<file path="config.mk">
export PLATFORM = sky130hd
export DESIGN_NAME = syl_fetch_seq
export DESIGN_NICKNAME = d
export VERILOG_FILES = /design/src/rtl/syl_fetch_pkg.sv /design/src/rtl/syl_word_decode.sv /design/src/rtl/syl_pc_unit.sv /design/src/rtl/syl_seq_ctrl.sv /design/src/rtl/syl_fetch_seq.sv
export SDC_FILE = /design/constraint.sdc
export NUM_CORES = 1
export LEC_CHECK = 0
export ABC_AREA = 0
export CAP_MARGIN = 20
export CORE_MARGIN = 3
export CORE_UTILIZATION = 50
export CTS_CLUSTER_SIZE = 25
export DETAILED_ROUTE_END_ITERATION = 7
export GPL_TIMING_DRIVEN = 1
export PLACE_DENSITY = 0.95
export SLEW_MARGIN = 20
export SYNTH_ARGS = -nofsm -noshare
export SYNTH_HDL_FRONTEND = slang
export SYNTH_HIERARCHICAL = 1
export SYNTH_SLANG_ARGS = --single-unit
</file>
<file path="constraint.sdc">
create_clock -name clk -period 10 [get_ports clk]
set_clock_uncertainty 0.1 [all_clocks]
set_input_delay 3 -clock clk [delete_from_list [all_inputs] [get_ports clk]]
set_output_delay 3 -clock clk [all_outputs]
set_load 0.02 [all_outputs]
</file>
<file path="src/rtl/syl_fetch_pkg.sv">
package syl_fetch_pkg;

  localparam int WORD_W  = 32;
  localparam int SYL_W   = 6;
  localparam int NUM_SYL = 5;
  localparam int IDX_W   = $clog2(NUM_SYL);

  localparam logic [SYL_W-1:0] HALT_CODE = '0;

  typedef enum logic [1:0] {
    ST_FETCH = 2'd0,
    ST_LATCH = 2'd1,
    ST_ISSUE = 2'd2,
    ST_HALT  = 2'd3
  } seq_state_t;

  typedef enum logic [1:0] {
    FMT_SYL  = 2'd0,
    FMT_RSVD = 2'd1,
    FMT_WIDE = 2'd2
  } word_fmt_t;

  // Top two bits pick the format: 1x wide, 01 reserved, 00 packed.
  function automatic word_fmt_t word_format(input logic [WORD_W-1:0] w);
    if (w[WORD_W-1])      return FMT_WIDE;
    else if (w[WORD_W-2]) return FMT_RSVD;
    else                  return FMT_SYL;
  endfunction

  // Slot 0 is the most significant syllable under the format bits.
  function automatic logic [SYL_W-1:0] syl_slot(input logic [WORD_W-1:0] w,
                                                input logic [IDX_W-1:0]  idx);
    logic [WORD_W-1:0] sh;
    sh = w >> (SYL_W * (NUM_SYL - 1 - int'(idx)));
    return sh[SYL_W-1:0];
  endfunction

  function automatic logic [WORD_W-1:0] wide_value(input logic [WORD_W-1:0] w);
    return {w[WORD_W-2:0], 1'b0};
  endfunction

  // Counter that points at the following syllable, wrapping after the last.
  function automatic logic [IDX_W-1:0] sc_after(input logic [IDX_W-1:0] idx);
    if (idx == IDX_W'(NUM_SYL - 1)) return '0;
    else                            return idx + 1'b1;
  endfunction

endpackage

</file>
<file path="src/rtl/syl_word_decode.sv">
module syl_word_decode
  import syl_fetch_pkg::*;
(
  input  logic [WORD_W-1:0] word,
  input  logic [IDX_W-1:0]  idx,
  output word_fmt_t         fmt,
  output logic [SYL_W-1:0]  syl,
  output logic [WORD_W-1:0] imm,
  output logic              is_halt,
  output logic              is_last
);

  always_comb begin
    fmt     = word_format(word);
    syl     = (fmt == FMT_SYL) ? syl_slot(word, idx) : '0;
    imm     = (fmt == FMT_WIDE) ? wide_value(word) : '0;
    is_halt = (fmt == FMT_SYL) && (syl == HALT_CODE);
    is_last = (idx == IDX_W'(NUM_SYL - 1));
  end

endmodule

</file>
<file path="src/rtl/syl_pc_unit.sv">
module syl_pc_unit #(
  parameter int              ADDR_W   = 32,
  parameter logic [ADDR_W-1:0] RESET_PC = '0
) (
  input  logic              clk,
  input  logic              rst_n,
  input  logic              load,
  input  logic [ADDR_W-1:0] target,
  input  logic              step,
  output logic [ADDR_W-1:0] pc
);

  localparam logic [ADDR_W-1:0] WORD_BYTES = ADDR_W'(4);
  localparam logic [ADDR_W-1:0] ALIGN_MASK = ~ADDR_W'(3);

  logic [ADDR_W-1:0] pc_q;

  always_ff @(posedge clk) begin
    if (!rst_n)    pc_q <= RESET_PC & ALIGN_MASK;
    else if (load) pc_q <= target & ALIGN_MASK;
    else if (step) pc_q <= pc_q + WORD_BYTES;
  end

  assign pc = pc_q;

  // a capture without redirect moves the counter by one word
  p_pc_step_r11: assert property (@(posedge clk) disable iff (!rst_n)
    step && !load |=> pc == $past(pc) + WORD_BYTES);

  // the counter stays word aligned whatever target arrives
  p_pc_aligned_r8: assert property (@(posedge clk) disable iff (!rst_n)
    load |=> pc[1:0] == 2'b00);

endmodule

</file>
<file path="src/rtl/syl_seq_ctrl.sv">
module syl_seq_ctrl
  import syl_fetch_pkg::*;
(
  input  logic            clk,
  input  logic            rst_n,
  input  word_fmt_t       fetch_fmt,
  input  word_fmt_t       cur_fmt,
  input  logic            cur_halt,
  input  logic            cur_last,
  input  logic            out_ready,
  input  logic            redir_valid,
  output seq_state_t      state,
  output logic [IDX_W-1:0] idx,
  output logic            ev_fetch,
  output logic            ev_capture,
  output logic            ev_redirect,
  output logic            ev_accept
);

  seq_state_t       state_q, state_d;
  logic [IDX_W-1:0] idx_q, idx_d;
  logic             ev_word_done;

  assign ev_fetch     = (state_q == ST_FETCH);
  assign ev_redirect  = redir_valid && (state_q != ST_HALT);
  assign ev_capture   = (state_q == ST_LATCH) && !ev_redirect;
  assign ev_accept    = (state_q == ST_ISSUE) && out_ready;
  assign ev_word_done = ev_accept && ((cur_fmt == FMT_WIDE) || cur_last);

  always_comb begin
    state_d = state_q;
    idx_d   = idx_q;
    if (ev_redirect) begin
      state_d = ST_FETCH;
      idx_d   = '0;
    end else begin
      unique case (state_q)
        ST_FETCH: state_d = ST_LATCH;
        ST_LATCH: begin
          idx_d   = '0;
          state_d = (fetch_fmt == FMT_RSVD) ? ST_FETCH : ST_ISSUE;
        end
        ST_ISSUE: begin
          if (ev_accept) begin
            if (cur_halt)          state_d = ST_HALT;
            else if (ev_word_done) state_d = ST_FETCH;
            else                   idx_d   = idx_q + 1'b1;
          end
        end
        ST_HALT: state_d = ST_HALT;
        default: state_d = ST_FETCH;
      endcase
    end
  end

  always_ff @(posedge clk) begin
    if (!rst_n) begin
      state_q <= ST_FETCH;
      idx_q   <= '0;
    end else begin
      state_q <= state_d;
      idx_q   <= idx_d;
    end
  end

  assign state = state_q;
  assign idx   = idx_q;

  // a reserved word goes straight back to fetch
  p_rsvd_skip_r4: assert property (@(posedge clk) disable iff (!rst_n)
    ev_capture && (fetch_fmt == FMT_RSVD) |=> state == ST_FETCH);

  // every capture cycle follows a request cycle
  p_capture_after_fetch_r2: assert property (@(posedge clk) disable iff (!rst_n)
    ev_fetch && !ev_redirect |=> state == ST_LATCH);

  // halt is terminal
  p_halt_sticky_r9: assert property (@(posedge clk) disable iff (!rst_n)
    state == ST_HALT |=> state == ST_HALT);

endmodule

</file>
<file path="src/rtl/syl_fetch_seq.sv">
module syl_fetch_seq
  import syl_fetch_pkg::*;
#(
  parameter int                ADDR_W   = 32,
  parameter logic [ADDR_W-1:0] RESET_PC = '0
) (
  input  logic              clk,
  input  logic              rst_n,
  output logic              imem_req,
  output logic [ADDR_W-1:0] imem_addr,
  input  logic [WORD_W-1:0] imem_rdata,
  output logic              out_valid,
  input  logic              out_ready,
  output logic              out_kind,
  output logic [SYL_W-1:0]  out_syl,
  output logic [WORD_W-1:0] out_imm,
  output logic [ADDR_W-1:0] pc_o,
  output logic [IDX_W-1:0]  sc_o,
  input  logic              redir_valid,
  input  logic [ADDR_W-1:0] redir_target,
  output logic              halted
);

  seq_state_t        state;
  logic [IDX_W-1:0]  idx;
  logic              ev_fetch, ev_capture, ev_redirect, ev_accept;
  logic [WORD_W-1:0] word_q;
  word_fmt_t         fetch_fmt, cur_fmt;
  logic [SYL_W-1:0]  cur_syl;
  logic [WORD_W-1:0] cur_imm;
  logic              cur_halt, cur_last;
  logic [ADDR_W-1:0] pc;

  assign fetch_fmt = word_format(imem_rdata);

  always_ff @(posedge clk) begin
    if (!rst_n)          word_q <= '0;
    else if (ev_capture) word_q <= imem_rdata;
  end

  syl_word_decode u_decode (
    .word    (word_q),
    .idx     (idx),
    .fmt     (cur_fmt),
    .syl     (cur_syl),
    .imm     (cur_imm),
    .is_halt (cur_halt),
    .is_last (cur_last)
  );

  syl_seq_ctrl u_ctrl (
    .clk         (clk),
    .rst_n       (rst_n),
    .fetch_fmt   (fetch_fmt),
    .cur_fmt     (cur_fmt),
    .cur_halt    (cur_halt),
    .cur_last    (cur_last),
    .out_ready   (out_ready),
    .redir_valid (redir_valid),
    .state       (state),
    .idx         (idx),
    .ev_fetch    (ev_fetch),
    .ev_capture  (ev_capture),
    .ev_redirect (ev_redirect),
    .ev_accept   (ev_accept)
  );

  syl_pc_unit #(
    .ADDR_W   (ADDR_W),
    .RESET_PC (RESET_PC)
  ) u_pc (
    .clk    (clk),
    .rst_n  (rst_n),
    .load   (ev_redirect),
    .target (redir_target),
    .step   (ev_capture),
    .pc     (pc)
  );

  logic issuing;
  assign issuing = (state == ST_ISSUE);

  assign imem_req  = ev_fetch;
  assign imem_addr = pc;
  assign out_valid = issuing;
  assign out_kind  = issuing && (cur_fmt == FMT_WIDE);
  assign out_syl   = issuing ? cur_syl : '0;
  assign out_imm   = issuing ? cur_imm : '0;
  assign pc_o      = pc;
  assign sc_o      = (issuing && cur_fmt == FMT_SYL) ? sc_after(idx) : '0;
  assign halted    = (state == ST_HALT);

  // a stalled item holds still
  p_hold_item_r7: assert property (@(posedge clk) disable iff (!rst_n)
    out_valid && !out_ready && !redir_valid |=>
      out_valid && $stable(out_kind) && $stable(out_syl) && $stable(out_imm)
      && $stable(pc_o) && $stable(sc_o));

  // a redirect flushes and refetches at the aligned target
  p_redirect_flush_r8: assert property (@(posedge clk) disable iff (!rst_n)
    redir_valid && !halted |=>
      imem_req && !out_valid && sc_o == '0
      && imem_addr == ($past(redir_target) & ~ADDR_W'(3)));

  // nothing leaves a halted sequencer
  p_halt_quiet_r9: assert property (@(posedge clk) disable iff (!rst_n)
    halted |-> !imem_req && !out_valid);

  // an immediate item carries no syllable and no counter
  p_wide_item_r3: assert property (@(posedge clk) disable iff (!rst_n)
    out_valid && out_kind |-> sc_o == '0 && out_syl == '0 && out_imm[0] == 1'b0);

endmodule

</file>
==> flow_summary.ini <==
[power]
clkPwrFrac_pct = 33.0
p_leak_uw = 0.00238
p_sw_share_pct = 30.1
switching_power_uw = 203
p_comb_share_pct = 21.7
internal_power_uw = 472
seqPwrFrac_pct = 45.2
power.density_nw_per_um2 = 99.2
power_uw = 676
vdd_drop_max_mv = 0.0649

[sta]
finalSetupViolations = 0
tightest_slew_ns = 1.05
period_share_pct = 79.0
fmax_ghz = 0.127
tns_ns = 0
rsz0062_at_grt = false
hold_violations = 0
slew_headroom_pct = 30.1
fin_crit_ns = 7.90
slew_violations = 0

[route]
drtIter0Drc = 350
top_layer = met4
drtPass1Iterations = 5
routed_wl_mm = 15.4
met1_length_mm = 6.22
drc = 0
dr_wl_met2_mm = 7.65
ant_nets = 0
wl_met3_mm = 1.17
vias = 5177
routedWlPerCell_um = 17.4
vias_per_cell = 5.85

[clock_network]
cts_tree = done
cts.sinks = 67
htreeDepth = 3
cts_buffer_depth = 2
cts_setup_buffers = 0
path_clk_slew_ns = 0.07
cts_hold_buffers = 0
numCtsBuffers = 9
root_buffer = clkbuf_8
cts-resized-gates = 0
clkLatencyLatePin_ns = 0.34

[die]
io_pins = 177
fp-row-count = 36
die-area_sq_um = 11700
die_h_um = 108
core_sq_um = 9950
fp.dieW_um = 108
start_util_pct = 52.2

[placement]
io_buffer_count = 169
dp.cells = 869
dpl.hpwl_mm = 10.9
gp_congestion = 0.900

[setup_path]
crit_path_start_kind = flop
cp_cell_sequence = inv_1, ha_1, buf_4, ha_1, and2_1, fa_1, inv_1, a221oi_1, o21ai_0, a21oi_1, and2_1, clkdlybuf4s50_1
critical_path_buf_inv_count = 4
worstSetupPathType = flop to output port
crit_fanout = 43
critPathCaptureType = output port
cpLargestDelayFamily = buffers and inverters
critPathMaxStageDelay_ns = 0.77
crit_slowest_cell = fa_1
required_ns = 6.90
arrival_ns = 4.80

[yosys]
syn_avg_cell_area_sq_um = 8.12
yosys_warnings = 6
synth_cells = 640
mappedNetlistArea_sq_um = 5200

[cells_and_area]
synthToLayoutAreaGrowth_pct = 31.0
drive_above_1_share_pct = 6.65
final_common_cell = clkdlybuf4s50_1
antennaDiodeCount = 0
finalNonFillerCells = 885
nets = 825
final_cell_mix = clkdlybuf4s50_1, and2_1, dfxtp_1, mux2i_1, nor2b_1
fillers = 806

[outcome]
outcome = finished clean

[global_routing]
antenna_found_initial = 0
track_usage_pct = 25.6
grt_overflow = 0
grt_pass1_wl_mm = 24.3
grt_pass1_vias = 4934
grt_start_max_net_pins = 74

[hold_path]
holdCritPathClass = flop to flop

[run]
cap_violations = 0
-- flip-flops by register name, indices dropped and copies added (netlist names) --
name          flops
word_q           32
u_pc/pc          30
u_ctrl/idx        3
u_ctrl/state      2
-- per-stage QoR --
step           setup slack, ns  hold WS [ns]  utilization, %  area (sq um)
3_5_place_dp              2.46         0.431            66.5          6620
6_report                  2.10         0.441            68.4          6810
2_1_floorplan             3.81         0.393               -          5200
4_1_cts                   2.10         0.441            68.4          6810
3_3_place_gp              2.61         0.425            66.5          6620
5_1_grt                   1.71         0.466            68.4          6810
-- path summary, 6_finish.rpt --
check	slack, ns	cells after the start	from	end
max	2.10	12	u_ctrl/idx[1]$_SDFFE_PP0P_	out_syl[2]
min	0.44	2	word_q[15]$_SDFFE_PN0P_	word_q[15]$_SDFFE_PN0P_
max reg2reg	4.59	16	u_ctrl/idx[1]$_SDFFE_PP0P_	u_ctrl/idx[0]$_SDFFE_PP0P_
min reg2reg	0.44	2	word_q[15]$_SDFFE_PN0P_	word_q[15]$_SDFFE_PN0P_
-- layout make-up --
type / count / area [sq um] / share of cell area, %
clock inverter: 5 / 53.8 / 0.790
timing repair buffer: 176 / 1740 / 25.5
inverter: 13 / 48.8 / 0.717
clock buffer: 11 / 131 / 1.93
sequential: 67 / 1340 / 19.7
tap: 133 / 166 / 2.44
multi-input combinational: 480 / 3330 / 48.9
-- power by group through the flow --
stage / logic [uW] / clock network [uW] / registers [uW]
after floorplan: 78.5 / 0 / 312
after global routing: 157 / 237 / 308
after CTS: 147 / 227 / 305
final: 147 / 223 / 306
after detailed placement: 146 / 0 / 311
after global placement: 143 / 0 / 309
-- metal layers --
layer | global-route usage [%] | vias up
li1 | - | 2475
met1 | 31.6 | 2390
met2 | 44.2 | 281
met3 | 4.72 | 31
met4 | 9.65 | 0
met5 | 0 | -
-- worst reg2reg max path, stage by stage, from the launching register on --
cell and delay [ns]:
dfxtp_1 0.52, inv_1 0.21, ha_1 0.32, buf_4 0.41, ha_1 0.33, and2_1 0.17, fa_1 0.77, inv_1 0.22
or3_1 0.38, nand4_1 0.09, a21oi_1 0.09, or4b_1 0.49, nor4_2 0.33, nand2b_1 0.29, nor4_1 0.07, mux2_2 0.27
a32o_2 0.22
Power figures use the tool's default switching activity.
